--- src/rtl/sysctl_pkg.sv ---
package sysctl_pkg;

  localparam int WORD_W = 32;

  // Power-on value of each word, selected by word index.
  function automatic logic [WORD_W-1:0] init_word(input int unsigned idx);
    case (idx)
      0:       return 32'h3637544D;
      1:       return 32'h20203832;
      2:       return 32'h01010000;
      3:       return 32'h00010102;
      4:       return 32'h00144144;
      5:       return 32'h02605500;
      11:      return 32'h00201000;
      12:      return 32'hF69F7F00;
      13:      return 32'h04000400;
      14:      return 32'hC0030000;
      15:      return 32'h001F001F;
      24:      return 32'h54050404;
      25:      return 32'h05550555;
      default: return '0;
    endcase
  endfunction

endpackage

--- src/rtl/sysctl_addr_dec.sv ---
module sysctl_addr_dec #(
  parameter int IDX_W      = 10,
  parameter int NUM_WORDS  = 65,
  parameter int RSTCTL_IDX = 13
) (
  input  logic [IDX_W-1:0] word_idx,
  output logic             in_range,
  output logic             is_rstctl
);
  assign in_range  = (word_idx < IDX_W'(NUM_WORDS));
  assign is_rstctl = (word_idx == IDX_W'(RSTCTL_IDX));
endmodule

--- src/rtl/sysctl_word_file.sv ---
module sysctl_word_file
  import sysctl_pkg::*;
#(
  parameter int IDX_W     = 10,
  parameter int NUM_WORDS = 65
) (
  input  logic              clk,
  input  logic              rst,
  input  logic              wr_en,
  input  logic [IDX_W-1:0]  idx,
  input  logic [WORD_W-1:0] wr_data,
  output logic [WORD_W-1:0] rd_word
);
  logic [WORD_W-1:0] words [NUM_WORDS];

  // Each word carries its own power-on value, so storage is flops.
  for (genvar g = 0; g < NUM_WORDS; g++) begin : g_word
    always_ff @(posedge clk) begin
      if (rst)
        words[g] <= init_word(g);
      else if (wr_en && idx == IDX_W'(g))
        words[g] <= wr_data;
    end
  end

  always_comb begin
    rd_word = '0;
    for (int i = 0; i < NUM_WORDS; i++)
      if (idx == IDX_W'(i)) rd_word = words[i];
  end
endmodule

--- src/rtl/sysctl_rst_pulse.sv ---
module sysctl_rst_pulse #(
  parameter int TRIG_BIT = 0
) (
  input  logic        clk,
  input  logic        rst,
  input  logic        ctl_write,
  input  logic [31:0] ctl_data,
  output logic        req
);
  always_ff @(posedge clk) begin
    if (rst) req <= 1'b0;
    else     req <= ctl_write && ctl_data[TRIG_BIT];
  end
endmodule

--- src/rtl/sysctl_regs.sv ---
module sysctl_regs
  import sysctl_pkg::*;
#(
  parameter int ADDR_W     = 12,
  parameter int NUM_WORDS  = 65,
  parameter int RSTCTL_IDX = 13,
  parameter int TRIG_BIT   = 0
) (
  input  logic              clk,
  input  logic              rst,
  input  logic              bus_valid,
  input  logic              bus_write,
  input  logic [ADDR_W-1:0] bus_addr,
  input  logic [WORD_W-1:0] bus_wdata,
  output logic [WORD_W-1:0] bus_rdata,
  output logic              sys_reset_req
);
  localparam int IDX_W = ADDR_W - 2;

  logic [IDX_W-1:0]  word_idx;
  logic              in_range;
  logic              is_rstctl;
  logic [WORD_W-1:0] rd_word;
  logic              wr_ok;
  logic              rd_ok;
  logic              unused_low;

  assign word_idx   = bus_addr[ADDR_W-1:2];
  assign unused_low = ^bus_addr[1:0];
  assign wr_ok      = bus_valid && bus_write && in_range;
  assign rd_ok      = bus_valid && !bus_write;

  sysctl_addr_dec #(
    .IDX_W(IDX_W), .NUM_WORDS(NUM_WORDS), .RSTCTL_IDX(RSTCTL_IDX)
  ) u_dec (
    .word_idx(word_idx), .in_range(in_range), .is_rstctl(is_rstctl)
  );

  sysctl_word_file #(.IDX_W(IDX_W), .NUM_WORDS(NUM_WORDS)) u_file (
    .clk(clk), .rst(rst), .wr_en(wr_ok), .idx(word_idx),
    .wr_data(bus_wdata), .rd_word(rd_word)
  );

  sysctl_rst_pulse #(.TRIG_BIT(TRIG_BIT)) u_pulse (
    .clk(clk), .rst(rst), .ctl_write(wr_ok && is_rstctl),
    .ctl_data(bus_wdata), .req(sys_reset_req)
  );

  always_ff @(posedge clk) begin
    if (rst)
      bus_rdata <= '0;
    else if (rd_ok)
      bus_rdata <= in_range ? rd_word : '0;
  end
endmodule

--- config.mk ---
export PLATFORM = sky130hd
export DESIGN_NAME = sysctl_regs
export DESIGN_NICKNAME = d
export VERILOG_FILES = /design/src/rtl/sysctl_pkg.sv /design/src/rtl/sysctl_addr_dec.sv /design/src/rtl/sysctl_word_file.sv /design/src/rtl/sysctl_rst_pulse.sv /design/src/rtl/sysctl_regs.sv
export SDC_FILE = /design/constraint.sdc
export NUM_CORES = 2
export LEC_CHECK = 0
export BUFFER_PORTS_ARGS = -buffer_cell sky130_fd_sc_hd__buf_4
export CORE_MARGIN = 4
export CORE_UTILIZATION = 25
export DETAILED_ROUTE_END_ITERATION = 6
export MAX_ROUTING_LAYER = met4
export PLACE_DENSITY_LB_ADDON = 0.12
export SLEW_MARGIN = 10
export SYNTH_ARGS = -nofsm -noshare
export SYNTH_HDL_FRONTEND = slang
export SYNTH_SLANG_ARGS = --single-unit
--- constraint.sdc ---
create_clock -name clk -period 6.19 [get_ports clk]
set_input_delay 1.238 -clock clk [delete_from_list [all_inputs] [get_ports clk]]
set_output_delay 1.238 -clock clk [all_outputs]
set_load 0.05 [all_outputs]
==> flow_summary.json <==
{
  "fin_nets": 7093,
  "timing.fmax_mhz": 200.1,
  "drcViolationCount": 0,
  "hpwl_um": 287100,
  "synth-seq-area-share": 0.6704,
  "routed-wl-met2_um": 210700,
  "grt_pass1_wl_um": 621200,
  "maxCapViolCount": 0,
  "ant_nets": 0,
  "run_status": "finished, final reports clean",
  "power_mw": 33.10,
  "fin_cells": 12380,
  "final_cell_area_sq_mm": 0.1116,
  "cpLargestDelayFamily": "simple AND/OR/NAND/NOR gates",
  "ctsHtreeMaxLevel": 5,
  "grtUsageTotal": 0.2382,
  "cp.depth": 7,
  "cp-endpoint": "bus_rdata[8]$_SDFFE_PP0P_",
  "place_congestion": 0.8918,
  "crit_slowest_cell": "nor4_1",
  "cp_data_arrival_time_ns": 5.69,
  "wl_met3_um": 32980,
  "synth.area.mux_share": 0.001714,
  "place_inst": 11770,
  "path_buf_inv": 1,
  "die_y_um": 621.7,
  "num_vias": 69250,
  "drtIter0Drc": 10270,
  "required_ns": 6.88,
  "yosys_warnings": 0,
  "path_class": "primary input to register",
  "yosys.area.top_type_share": 0.6634,
  "hold_path_class": "register to register",
  "start_util": 0.2509,
  "synthSimpleGateAreaFrac": 0.1773,
  "antenna_found_initial": 84,
  "tns_ns": 0,
  "first_pass_iters": 6,
  "cts_hold_buffers": 0,
  "cts_resized": 0,
  "cts_tree": "yes",
  "cp_slowest_stage_delay_ns": 1.24,
  "grt_max_degree": 209,
  "setup_violations": 0,
  "worst_pin_slew_ns": 1.417,
  "core_sq_mm": 0.3753,
  "r2r_end": "bus_rdata[8]$_SDFFE_PP0P_",
  "ys_seq_elements": 2113,
  "viasPerCell": 5.596,
  "place_ws_ns": 0.6432,
  "port_buffers": 78,
  "final_max_slew_viol_count": 0,
  "grt_pass1_vias": 65270,
  "cp_cell_sequence": "buf_4, or2_4, nor3_2, a221oi_1, o211ai_1, nor4_1, a221oi_1",
  "maxUsedRoutingLayer": "met4",
  "avgSynthCellArea_sq_um": 13.10,
  "p_leak_nw": 43.27,
  "synth-edff-count": 2080,
  "rr_worst_depth": 4,
  "synth-async-reset-ratio": 0,
  "post-route-util": 0.2975,
  "p_per_area_mw_per_mm2": 296.5,
  "routed_wl_um": 465800,
  "synth_ff_type": "edfxtp_1",
  "cp-start-kind": "primary input",
  "crit_start": "bus_addr[11]",
  "synth_compound_area_frac": 0.1085,
  "drive_gt1_frac": 0.1506,
  "cts_buffer_depth": 4,
  "die_w_um": 621.7,
  "syn-num-nets": 7233,
  "wirelength_met1_um": 201400,
  "final.setup.worst_slack_ns": 1.193,
  "synth.distinct_cells": 80,
  "rsz0062_at_grt": "false",
  "cts_buffers": 266,
  "hold_viol_final": 0,
  "skew_ns": 0.05191,
  "grt_overflow": 0,
  "synthXorXnorAreaFrac": 0,
  "design.die.area_sq_mm": 0.3865,
  "area_growth_pct": 18.56,
  "crit_top_cell": "a221oi_1",
  "clock_latency_ns": 0.90,
  "yosys.area_share.adder": 0,
  "synth_cells": 7185,
  "clk_pin_slew_ns": 0.05,
  "relSlewSlack": 0.05279,
  "clock_sinks": 2113,
  "rows": 225,
  "ys_top_cells_by_area": "edfxtp_1, and3_1, a22oi_1",
  "io_pins": 81,
  "synthTopCellsByCount": "edfxtp_1, and3_1, clkbuf_1",
  "post-cts-setup-buffers": 0,
  "syn_area_sq_mm": 0.09416,
  "cts-root-buf": "clkbuf_16",
  "wl_per_cell_um": 37.64,
  "whs_ns": 0.5270,
  "finalCriticalPeriod_ns": 4.997,
  "synth_top_family_by_area": "simple AND/OR/NAND/NOR gates",
  "fin_crit_sh": 0.8072,
  "synth_top_area_cell": "edfxtp_1",
  "critPathCaptureType": "register",
  "crit-reg2reg-launch": "u_file.words[63][8]$_SDFFCE_PN0P_",
  "peakVddDrop_mv": 0.1936,
  "reg2reg_slack_ns": 2.53,
  "yosysMostFrequentCell": "edfxtp_1",
  "dpl_cell_area_sq_mm": 0.1033,
  "cp_max_fo": 26
}
-- cells in the final DEF, fill, tap and decap left out, types with 29 or more instances in the layout --
master | Yosys | layout
edfxtp_1 | 2080 | 2080
a221o_1 | 31 | 31
nor3_4 | 6 | 29
a22o_1 | 140 | 140
nand4_1 | 69 | 69
nand3_1 | 77 | 75
or3_1 | 100 | 100
and3_1 | 1992 | 1988
buf_12 | 0 | 107
nand2_1 | 204 | 202
buf_4 | 18 | 456
nor3_2 | 22 | 30
a221oi_1 | 108 | 108
a21oi_1 | 87 | 87
o21bai_4 | 0 | 64
clkinv_2 | 0 | 31
dfxtp_1 | 33 | 33
a22oi_1 | 553 | 553
clkinv_1 | 0 | 60
o22ai_1 | 31 | 31
nor4_1 | 36 | 34
nor2_1 | 85 | 77
clkbuf_1 | 761 | 67
a222oi_1 | 47 | 47
o21ai_0 | 60 | 60
diode_2 | 0 | 141
clkbuf_16 | 0 | 274
-- cell families after synthesis --
group,after synthesis
AND/OR/NAND/NOR,2753
flip-flops,2113
AO/OA/AOI/OAI,1330
buffers and inverters,976
multiplexers,13
-- worst min-delay path by stage --
stage / startpoint / slack, ns / cells after the start / endpoint
6_report: bus_rdata[17]$_SDFFE_PP0P_ / 0.53 / 2 / bus_rdata[17]$_SDFFE_PP0P_
5_1_grt: bus_rdata[22]$_SDFFE_PP0P_ / 0.55 / 3 / bus_rdata[22]$_SDFFE_PP0P_
4_1_cts: bus_rdata[22]$_SDFFE_PP0P_ / 0.53 / 3 / bus_rdata[22]$_SDFFE_PP0P_
3_5_place_dp: bus_rdata[22]$_SDFFE_PP0P_ / 0.52 / 3 / bus_rdata[22]$_SDFFE_PP0P_
3_3_place_gp: bus_rdata[6]$_SDFFE_PP0P_ / 0.53 / 3 / bus_rdata[6]$_SDFFE_PP0P_
2_1_floorplan: u_file.words[18][11]$_SDFFCE_PN0P_ / 0.50 / 2 / bus_rdata[11]$_SDFFE_PP0P_
-- layout make-up --
| class | count | area [sq um] |
|---|---|---|
| antenna | 141 | 352.8 |
| tap | 4994 | 6248 |
| multi-input combinational | 4096 | 28310 |
| inverter | 5 | 18.77 |
| clock inverter | 116 | 822.0 |
| sequential | 2113 | 63120 |
| fill | 37400 | 263600 |
| timing repair buffer | 563 | 5565 |
| clock buffer | 347 | 7191 |
-- per-layer routing --
metal | GRT usage | vias to the layer above
met1 | 0.3249 | 36930
met3 | 0.02966 | 651
met5 | - | -
li1 | - | 28300
met2 | 0.3627 | 3371
met4 | 0.08885 | 0
-- where the power goes --
group / internal (mW) / total, mW / switching, mW
logic: 0.302 / 1.65 / 1.35
clock network: 8.48 / 14.9 / 6.38
registers: 16.4 / 16.6 / 0.215
-- tightest hold or removal path, stage by stage, from the launching register on --
cell and delay, ns:
dfxtp_1 0.35, nand2_1 0.07, o21ai_1 0.05
-- state kept, by name, indices dropped and copies added, names as in the netlist --
name,flops
bus_rdata,32
u_pulse.req,1
u_file.words,2080
(Power assumes the default switching activity.)
